## config.mk

```make
export PLATFORM = sky130hd
export DESIGN_NAME = scf_corr_acc
export DESIGN_NICKNAME = d
export VERILOG_FILES = /design/src/rtl/scf_pkg.sv /design/src/rtl/scf_frame_buf.sv /design/src/rtl/scf_win_ram.sv /design/src/rtl/scf_xprod.sv /design/src/rtl/scf_corr_acc.sv
export SDC_FILE = /design/constraint.sdc
export NUM_CORES = 2
export LEC_CHECK = 0
export ABC_CLOCK_PERIOD_IN_PS = 16600
export BUFFER_PORTS_ARGS = -buffer_cell sky130_fd_sc_hd__buf_4
export CAP_MARGIN = 10
export CORE_AREA = 2 2 321 323
export DETAILED_ROUTE_END_ITERATION = 16
export DIE_AREA = 0 0 323 325
export GPL_TIMING_DRIVEN = 0
export MAX_ROUTING_LAYER = met4
export PLACE_DENSITY = 0.74
export REMOVE_ABC_BUFFERS = 1
export SLEW_MARGIN = 20
export SYNTH_ARGS = -nofsm -noshare
export SYNTH_HDL_FRONTEND = slang
export SYNTH_SLANG_ARGS = --single-unit
export TNS_END_PERCENT = 20
```

## constraint.sdc

```tcl
create_clock -name clk -period 16.6 [get_ports clk]
set_input_delay 2.49 -clock clk [delete_from_list [all_inputs] [get_ports clk]]
set_output_delay 2.49 -clock clk [all_outputs]
set_load 0.01 [all_outputs]
```

## src/rtl/scf_pkg.sv

```systemverilog
package scf_pkg;
   // width of one weighted conjugate product
   function automatic int prod_width(input int dw, input int ww);
      return 2 * dw + 1 + ww;
   endfunction

   // accumulator width: product plus growth over the longest window
   function automatic int acc_width(input int dw, input int ww, input int lmax);
      return prod_width(dw, ww) + lmax;
   endfunction
endpackage

```

## src/rtl/scf_frame_buf.sv

```systemverilog
module scf_frame_buf #(
   parameter int N_LOG2 = 3,
   parameter int DW     = 8
) (
   input  logic                 clk,
   input  logic                 rst_n,
   input  logic                 wr_valid,
   input  logic                 wr_sof,
   input  logic signed [DW-1:0] wr_re,
   input  logic signed [DW-1:0] wr_im,
   input  logic                 rd_bank,
   input  logic [N_LOG2-1:0]    rd_a_idx,
   input  logic [N_LOG2-1:0]    rd_b_idx,
   output logic signed [DW-1:0] a_re,
   output logic signed [DW-1:0] a_im,
   output logic signed [DW-1:0] b_re,
   output logic signed [DW-1:0] b_im,
   output logic                 frame_done,
   output logic                 done_bank
);
   localparam int N     = 1 << N_LOG2;
   localparam int DEPTH = 2 * N;

   logic signed [DW-1:0] re_q [DEPTH];
   logic signed [DW-1:0] im_q [DEPTH];
   logic [N_LOG2-1:0]    widx_q;
   logic                 wbank_q;
   logic [N_LOG2-1:0]    widx;

   // a start-of-frame marker forces the bin to index 0
   assign widx       = wr_sof ? '0 : widx_q;
   assign frame_done = wr_valid && (widx == {N_LOG2{1'b1}});
   assign done_bank  = wbank_q;

   always_ff @(posedge clk) begin
      if (!rst_n) begin
         widx_q  <= '0;
         wbank_q <= 1'b0;
      end else if (wr_valid) begin
         widx_q <= widx + 1'b1;
         if (frame_done) wbank_q <= ~wbank_q;
      end
   end

   always_ff @(posedge clk) begin
      if (wr_valid) begin
         re_q[{wbank_q, widx}] <= wr_re;
         im_q[{wbank_q, widx}] <= wr_im;
      end
   end

   assign a_re = re_q[{rd_bank, rd_a_idx}];
   assign a_im = im_q[{rd_bank, rd_a_idx}];
   assign b_re = re_q[{rd_bank, rd_b_idx}];
   assign b_im = im_q[{rd_bank, rd_b_idx}];
endmodule

```

## src/rtl/scf_win_ram.sv

```systemverilog
module scf_win_ram #(
   parameter int N_LOG2 = 3,
   parameter int WW     = 6
) (
   input  logic              clk,
   input  logic              rst_n,
   input  logic              we,
   input  logic [N_LOG2-1:0] waddr,
   input  logic [WW-1:0]     wdata,
   input  logic [N_LOG2-1:0] raddr,
   output logic [WW-1:0]     rdata
);
   localparam int N = 1 << N_LOG2;

   logic [WW-1:0] w_q [N];

   always_ff @(posedge clk) begin
      if (!rst_n) begin
         for (int i = 0; i < N; i++) w_q[i] <= WW'(1);
      end else if (we) begin
         w_q[waddr] <= wdata;
      end
   end

   assign rdata = w_q[raddr];
endmodule

```

## src/rtl/scf_xprod.sv

```systemverilog
module scf_xprod #(
   parameter int DW = 8,
   parameter int WW = 6,
   localparam int PW = scf_pkg::prod_width(DW, WW)
) (
   input  logic signed [DW-1:0] a_re,
   input  logic signed [DW-1:0] a_im,
   input  logic signed [DW-1:0] b_re,
   input  logic signed [DW-1:0] b_im,
   input  logic [WW-1:0]        w,
   output logic signed [PW-1:0] p_re,
   output logic signed [PW-1:0] p_im
);
   localparam int CW = 2 * DW + 1;

   logic signed [CW-1:0] ar, ai, br, bi, cr, ci;
   logic signed [WW:0]   ws;

   assign ar = CW'(a_re);
   assign ai = CW'(a_im);
   assign br = CW'(b_re);
   assign bi = CW'(b_im);

   // a * conj(b)
   assign cr = ar * br + ai * bi;
   assign ci = ai * br - ar * bi;

   assign ws   = signed'({1'b0, w});
   assign p_re = PW'(cr) * PW'(ws);
   assign p_im = PW'(ci) * PW'(ws);
endmodule

```

## src/rtl/scf_corr_acc.sv

```systemverilog
module scf_corr_acc #(
   parameter int N_LOG2    = 3,
   parameter int DW        = 8,
   parameter int WW        = 6,
   parameter int LMAX_LOG2 = 3,
   localparam int N   = 1 << N_LOG2,
   localparam int PW  = scf_pkg::prod_width(DW, WW),
   localparam int AW  = scf_pkg::acc_width(DW, WW, LMAX_LOG2),
   localparam int LSW = $clog2(LMAX_LOG2 + 2)
) (
   input  logic                 clk,
   input  logic                 rst_n,
   input  logic                 in_valid,
   input  logic                 in_sof,
   input  logic signed [DW-1:0] in_re,
   input  logic signed [DW-1:0] in_im,
   input  logic [N_LOG2-1:0]    cfg_alpha,
   input  logic [LSW-1:0]       cfg_lexp,
   input  logic                 win_we,
   input  logic [N_LOG2-1:0]    win_addr,
   input  logic [WW-1:0]        win_data,
   output logic                 out_valid,
   output logic [N_LOG2-1:0]    out_bin,
   output logic signed [AW-1:0] out_re,
   output logic signed [AW-1:0] out_im,
   output logic                 out_done
);
   if (N_LOG2 < 2 || DW < 2 || WW < 1 || LMAX_LOG2 < 1) begin : g_bad_cfg
      $error("scf_corr_acc: parameter out of supported range");
   end

   logic                    proc_q, pbank_q;
   logic [N_LOG2-1:0]       k_q, alpha_q, b_idx;
   logic [LMAX_LOG2-1:0]    fcnt_q, fcnt_nxt;
   logic [LSW-1:0]          lexp_q, lexp_in;
   logic [LMAX_LOG2:0]      fplus, flim;
   logic                    is_last, sweep_end;
   logic                    fb_done, fb_bank;
   logic signed [DW-1:0]    a_re, a_im, b_re, b_im;
   logic [WW-1:0]           w_k;
   logic signed [PW-1:0]    p_re, p_im;
   logic signed [AW-1:0]    sum_re, sum_im;
   logic signed [AW-1:0]    acc_re_w [N];
   logic signed [AW-1:0]    acc_im_w [N];

   assign lexp_in = (cfg_lexp > LSW'(LMAX_LOG2)) ? LSW'(LMAX_LOG2) : cfg_lexp;
   assign b_idx   = k_q - alpha_q;

   scf_frame_buf #(.N_LOG2(N_LOG2), .DW(DW)) u_fbuf (
      .clk(clk), .rst_n(rst_n),
      .wr_valid(in_valid), .wr_sof(in_sof), .wr_re(in_re), .wr_im(in_im),
      .rd_bank(pbank_q), .rd_a_idx(k_q), .rd_b_idx(b_idx),
      .a_re(a_re), .a_im(a_im), .b_re(b_re), .b_im(b_im),
      .frame_done(fb_done), .done_bank(fb_bank)
   );

   scf_win_ram #(.N_LOG2(N_LOG2), .WW(WW)) u_win (
      .clk(clk), .rst_n(rst_n),
      .we(win_we), .waddr(win_addr), .wdata(win_data),
      .raddr(k_q), .rdata(w_k)
   );

   scf_xprod #(.DW(DW), .WW(WW)) u_xprod (
      .a_re(a_re), .a_im(a_im), .b_re(b_re), .b_im(b_im), .w(w_k),
      .p_re(p_re), .p_im(p_im)
   );

   // window position tracking
   assign fplus     = {1'b0, fcnt_q} + 1'b1;
   assign flim      = (LMAX_LOG2 + 1)'(1) << lexp_q;
   assign is_last   = (fplus == flim);
   assign sweep_end = proc_q && (k_q == {N_LOG2{1'b1}});
   assign fcnt_nxt  = sweep_end ? (is_last ? '0 : fcnt_q + 1'b1) : fcnt_q;

   always_ff @(posedge clk) begin
      if (!rst_n) begin
         proc_q  <= 1'b0;
         k_q     <= '0;
         pbank_q <= 1'b0;
         fcnt_q  <= '0;
         alpha_q <= '0;
         lexp_q  <= '0;
      end else begin
         fcnt_q <= fcnt_nxt;
         if (fb_done) begin
            proc_q  <= 1'b1;
            k_q     <= '0;
            pbank_q <= fb_bank;
            if (fcnt_nxt == '0) begin
               alpha_q <= cfg_alpha;
               lexp_q  <= lexp_in;
            end
         end else if (sweep_end) begin
            proc_q <= 1'b0;
         end else if (proc_q) begin
            k_q <= k_q + 1'b1;
         end
      end
   end

   // one accumulator pair per bin
   for (genvar g = 0; g < N; g++) begin : g_bin
      logic signed [AW-1:0] acc_re_q, acc_im_q;
      always_ff @(posedge clk) begin
         if (!rst_n) begin
            acc_re_q <= '0;
            acc_im_q <= '0;
         end else if (proc_q && k_q == N_LOG2'(g)) begin
            acc_re_q <= is_last ? '0 : sum_re;
            acc_im_q <= is_last ? '0 : sum_im;
         end
      end
      assign acc_re_w[g] = acc_re_q;
      assign acc_im_w[g] = acc_im_q;
   end

   assign sum_re = acc_re_w[k_q] + AW'(p_re);
   assign sum_im = acc_im_w[k_q] + AW'(p_im);

   always_ff @(posedge clk) begin
      if (!rst_n) begin
         out_valid <= 1'b0;
         out_done  <= 1'b0;
         out_bin   <= '0;
         out_re    <= '0;
         out_im    <= '0;
      end else begin
         out_valid <= proc_q && is_last;
         out_done  <= sweep_end && is_last;
         out_bin   <= k_q;
         out_re    <= sum_re >>> lexp_q;
         out_im    <= sum_im >>> lexp_q;
      end
   end
endmodule

```

* Word-level counts from Yosys, hierarchy flattened *
Memory sizes are Yosys's and may differ from the RTL's. A register that Yosys moved wholly into a read port is not among the register bits.
Cells that the tools add are included.

operators by class
  bitwise gates (word level) = 4
  multipliers = 6
  mux-type cells = 25
  add/subtract/negate cells = 9
  shifts and indexed selects = 3
  reduce and logical (&&, ||, !) cells = 19
  equality and inequality tests = 9
  $lt $le $gt $ge = 2

operators with widths
  cell                                                                    count
  26-bit binary-select mux with 3-bit select                              2
  26-bit 2-to-1 mux                                                       6
  8-bit by 8-bit multiplier with 16-bit output                            4
  26-bit by 23-bit adder with 26-bit output                               2
  26-bit by 3-bit >>> shifter with 26-bit output                          2
  17-bit by 7-bit multiplier with 23-bit output                           2
  3-bit 2-to-1 mux                                                        7
  16-bit by 16-bit adder with 17-bit output                               1
  16-bit by 16-bit subtractor with 17-bit output                          1
  3-bit equality test (second input constant)                             5
  1-bit logical AND                                                       11
  3-bit by 1-bit adder with 3-bit output (second input constant)          3
  1-bit 2-to-1 mux                                                        9
  3-bit by 2-bit equality test with 1-bit output (second input constant)  2
  3-bit logical NOT                                                       2
  6-bit 2-to-1 mux                                                        1
  2-bit AND reduction                                                     3
  6-bit OR reduction                                                      1
  3-bit by 1-bit adder with 4-bit output (second input constant)          1
  4-bit equality test                                                     1
  4-bit >= comparator (second input constant)                             1
  3-bit inverter with 4-bit output                                        1
  1-bit by 3-bit left shift with 4-bit output (first input constant)      1
  3-bit by 1-bit equality test with 1-bit output (second input constant)  1
  other kinds (5)                                                         7

storage, ports and cells
  output and inout port bits = 57
  bits of input ports = 36
  bits in writable memories = 304
  memories = 3
  bits in registers = 491
  word-level logic and storage cells = 109

memories
  memory       words  width  rd ports  clocked after Yosys merged registers in  write ports  RTL line             text
  u_fbuf.im_q  16     8      2         0                                        1            scf_frame_buf.sv:25  logic signed [DW-1:0] im_q [DEPTH];
  u_fbuf.re_q  16     8      2         0                                        1            scf_frame_buf.sv:24  logic signed [DW-1:0] re_q [DEPTH];
  u_win.w_q    8      6      1         1                                        8            scf_win_ram.sv:15    logic [WW-1:0] w_q [N];

* Logic depth before layout (Yosys ltp) *
An unclocked memory read counts as a cell.

  depth in word-level cells = 7
  depth in mapped cells = 67
  mapped depth without buffers = 60

* Cells and area by module *
A second synthesis with hierarchy kept.

unflattened totals
  cell total of the unflattened synthesis = 5707
  area total of the unflattened synthesis = 56093.8 um^2

by module, submodules not included
  module         cells an instance  sequential area each (um^2)  area each (um^2)  instances
  scf_corr_acc   2998               9749.4                       24151.9           1
  scf_xprod      1987               0.0                          17847.1           1
  scf_frame_buf  577                7767.4                       11855.1           1
  scf_win_ram    145                1441.4                       2239.6            1

* Worst setup path before layout *
Ideal clock, no wire load.

  path type = register -> register
  from = reg k_q[0]
  to = reg g_bin[2].acc_re_q[24]
  required time = 16.532 ns
  setup time = 0.068 ns
  arrival time = 16.116 ns
  buffers on the path = 8
  cell stages (with the launch flop) = 61
  slack = 0.416 ns
  period minus slack after synthesis = 16.184 ns
  cell sequence = dfxtp_1 clkbuf_1 clkbuf_1 clkbuf_1 buf_2 buf_1 inv_1 ha_1 inv_1 fa_1 xor2_1 xnor2_1 clkbuf_1 buf_2 mux4_2 mux4_2 and2_1 fa_1 [... 25 more ...] inv_1 ha_1 or2_2 or4_4 o21ai_0 xnor2_1 ha_1 a21o_1 a21o_1 a41o_1 nand2_1 nand2_1 a221o_1 o21a_2 xnor2_2 or3_1 buf_6 o21ai_2

on the way
  cells in the longest elaborated chain, start to end = 7
  elaborated cells between the ends (all ways) = 15
  classes of those cells = 3 x add/sub; 3 x mul; 1 x eq/ne; 4 x mux; 1 x bitwise; 1 x reduce/logical; 2 x memory

RTL lines
  item                                           RTL line             text
  start: declaration                             scf_corr_acc.sv:33   logic [N_LOG2-1:0] k_q, alpha_q, b_idx;
  start signal: assignment                       scf_corr_acc.sv:96   k_q <= k_q + 1'b1;
  3-bit subtractor                               scf_corr_acc.sv:47   assign b_idx = k_q - alpha_q;
  memory 16 x 8 bit (on tied branches)           --
  8-bit by 8-bit multiplier with 16-bit output   scf_xprod.sv:25      assign cr = ar * br + ai * bi;
  16-bit by 16-bit adder with 17-bit output      scf_xprod.sv:25
  17-bit by 7-bit multiplier with 23-bit output  scf_xprod.sv:29      assign p_re = PW'(cr) * PW'(ws);
  26-bit by 23-bit adder with 26-bit output      scf_corr_acc.sv:117  assign sum_re = acc_re_w[k_q] + AW'(p_re);
  26-bit 2-to-1 mux                              scf_corr_acc.sv:109  acc_re_q <= is_last ? '0 : sum_re;
  end signal: assignment                         scf_corr_acc.sv:109
  end: declaration                               scf_corr_acc.sv:103  logic signed [AW-1:0] acc_re_q, acc_im_q;

Parallel ways exist; a longest one is shown, timed or not. The select of a mux whose other input is x is not followed.
A chain may end at the register's enable or synchronous reset.

* Final worst setup path *
  from = reg k_q[0]
  to = reg out_re[22]

on the way
  cells in the longest elaborated chain, start to end = 7
  elaborated cells between the ends (all ways) = 13
  classes of those cells = 3 x add/sub; 3 x mul; 1 x shift; 3 x mux; 1 x bitwise; 2 x memory

RTL lines
  item                                              RTL line             text
  3-bit subtractor                                  scf_corr_acc.sv:47
  memory 16 x 8 bit (on tied branches)              --
  8-bit by 8-bit multiplier with 16-bit output      scf_xprod.sv:25
  16-bit by 16-bit adder with 17-bit output         scf_xprod.sv:25
  17-bit by 7-bit multiplier with 23-bit output     scf_xprod.sv:29
  26-bit by 23-bit adder with 26-bit output *       scf_corr_acc.sv:117
  26-bit by 3-bit >>> shifter with 26-bit output *  scf_corr_acc.sv:131  out_re <= sum_re >>> lexp_q;
  end signal: assignment                            scf_corr_acc.sv:131
  end: declaration                                  scf_corr_acc.sv:24   output logic signed [AW-1:0] out_re,

Mark *: on every way between the ends. The rest lies on a longest branch, timed or not. The select of a mux whose other input is x is not followed.

==> results.ini <==
[run_status]
status = complete, no violations

[synthesis]
synth_ff_type = dfxtp_1
synth_cell_type_count = 93
avgSynthCellArea_um2 = 9.97
synth_seq_cells = 798
yosysWarnings = 0
syn-cell-area_mm2 = 0.0555
synth_seq_area_share = 0.343
async_reset_ff_frac = 0
synth_cells = 5562
synth-edff-count = 304

[timing]
clock_skew_ns = 0.0453
slew_viol_final = 0
fin_crit_ns = 15.83
tightestPinTransition_ns = 1.16
worst_slack_ns = 0.767
max_slew_margin = 0.224
max_freq_mhz = 63.2
hold_viol_final = 0
post-route-period-util = 0.954
whs_ns = 0.451
finalSetupViolCount = 0

[global_route]
overflow = 0
grt_pass1_vias = 41600
grt_pass1_wl_um = 229000
antenna_found_initial = 1
use_met2 = 0.454
busiest_layer = met2
grt_usage = 0.286
grt_max_degree = 138
use_met1 = 0.371
gr-usage-met3 = 0.0458

[drt]
wl_per_cell_um = 21.0
wl_um = 145000
vias = 41300
drcViolationCount = 0
drt-initial-drc-count = 4487
vias_per_cell = 5.98
final_antenna_net_count = 0
drtPass1Iterations = 6

[floorplan]
die_area_mm2 = 0.105
start_util = 0.548
core-area_mm2 = 0.101
io_pins = 93
die_x_um = 323
die_h_um = 325
fp-row-count = 117

[finish]
area_growth_pct = 9.89
layout_commonest_cell = nand2_1
fill_cells = 8126
drive_above_1_share = 0.125
instances_no_fill = 6914
final_nets = 6202
final_util = 0.602
layout_common_cells = nand2_1 (878), nor2_1 (543), inv_1 (531), a21oi_1 (509), dfxtp_1 (487)

[placement]
dpl.cell_count = 6749
hpwl_um = 97600
dp_slack_ns = -0.479
portBuffers = 92
gp_congestion = 0.868

[clock_network]
htreeDepth = 3
cts_root_buf = clkbuf_16
numCtsBuffers = 83
clock_latency_ns = 0.69
cts.sinks = 798
clockBufferDepth = 3
holdBufCountCts = 0
cts_tree = built
clk_pin_slew_ns = 0.06

[worst_setup_path]
end_kind = flop
arrival_ns = 16.41
cpPeakStageDelay_ns = 0.62
start_kind = flop
required_ns = 17.18
crit_type = reg2reg
slowest_stage = xnor2_2
worstPathMaxFanout = 18
worst-r2r-setup-slack_ns = 0.77

[flow_run]
cap_violations = 0

[min_path]
hold_path.class = reg2reg

layer usage:
metal | vias to the layer above | wire [µm]
met5 | - | 0
met1 | 20500 | 56800
met2 | 1983 | 70300
li1 | 18400 | -
met3 | 424 | 12300
met4 | 0 | 5650
registers in the layout, indices dropped and copies added (netlist names), 3 cells and up, named ones only:
name	flops
alpha_q	3
fcnt_q	3
g_bin.acc_im_q	208
g_bin.acc_re_q	208
k_q	3
lexp_q	3
out_bin	3
out_im	26
out_re	26
u_fbuf.im_q	128
u_fbuf.re_q	128
u_fbuf.widx_q	3
u_win.w_q	48
what timing repair did:
action / CTS / global route
gates resized for setup: 4 / 12
cloned: 0 / 0
pin swaps: 0 / 3
buffers inserted: 0 / 16
setup endpoints to repair: 36 / 111
stage by stage:
step	instance area, µm²	setup TNS [ns]
final	61000	0
after CTS	60700	0
after global routing	61000	-0.0569
after floorplan	54200	-2461.36
after global placement	56600	-6311.91
after detailed placement	57900	-6.96
final timing paths:
check,start,to,cells after the start
setup / recovery,k_q[0],out_re[22],61
hold / removal,g_bin[6].acc_re_q[23],g_bin[6].acc_re_q[23],2
setup reg to reg,k_q[0],out_re[22],61
hold reg to reg,g_bin[6].acc_re_q[23],g_bin[6].acc_re_q[23],2
worst max-delay path: cells and delay by family, from the launching register on:
kind                       cells  cell delay, ns
AOI/OAI and AO/OA             17            3.33
xor gates and xnor gates       5            1.40
adders and majority gates     15            6.52
buffers and inverters         17            1.96
DFF                            1            0.37
muxes                          2            1.09
and+or+nand+nor                5            1.03
Yosys cell counts, types with 5 or more instances:
cell type | n | area share
a22oi_1 | 5 | 0.00068
inv_1 | 532 | 0.036
nor3_1 | 25 | 0.0023
a31oi_1 | 10 | 0.0011
or3_1 | 32 | 0.0036
a21o_1 | 35 | 0.0047
edfxtp_1 | 304 | 0.16
nor2_1 | 544 | 0.037
clkbuf_1 | 253 | 0.017
and2_1 | 243 | 0.027
or2_2 | 15 | 0.0017
clkbuf_8 | 5 | 0.0012
and3_1 | 17 | 0.0019
mux4_2 | 281 | 0.11
a21oi_1 | 511 | 0.046
o21a_1 | 25 | 0.0034
buf_2 | 8 | 0.00072
o21ai_2 | 10 | 0.0016
o22ai_1 | 13 | 0.0015
nand3_1 | 49 | 0.0044
a211oi_1 | 26 | 0.0035
nor2b_1 | 44 | 0.0050
ha_1 | 263 | 0.059
fa_1 | 420 | 0.15
o21ai_0 | 73 | 0.0066
o211ai_1 | 5 | 0.00068
nand2_1 | 883 | 0.060
mux2i_1 | 53 | 0.0096
nor4_1 | 5 | 0.00056
dfxtp_1 | 494 | 0.18
o21bai_1 | 14 | 0.0019
nand2b_1 | 47 | 0.0053
buf_1 | 57 | 0.0039
xor2_1 | 51 | 0.0081
mux2_2 | 11 | 0.0022
xnor2_1 | 103 | 0.016
final cells by class:
cell class                 count  area (µm²)  share of cell area
antenna                        1        2.50           0.0000410
clock inverter                33         470             0.00772
clock buffer                 114        2300              0.0378
sequential                   798       19000               0.312
multi-input combinational   3900       33400               0.549
inverter                     536        2020              0.0332
timing repair buffer         164        1980              0.0324
tap                         1368        1710              0.0281
logic make-up after synthesis:
kind of cell,synth area share
AND/OR/NAND/NOR,0.152
buffers and inverters,0.0601
flip-flops,0.343
AO/OA/AOI/OAI,0.0825
adder cells (fa/ha/maj),0.211
multiplexers,0.126
XOR/XNOR,0.0252
Power is not shown: default switching activity piles up to over one toggle a cycle in this logic, so the estimate is an artifact.
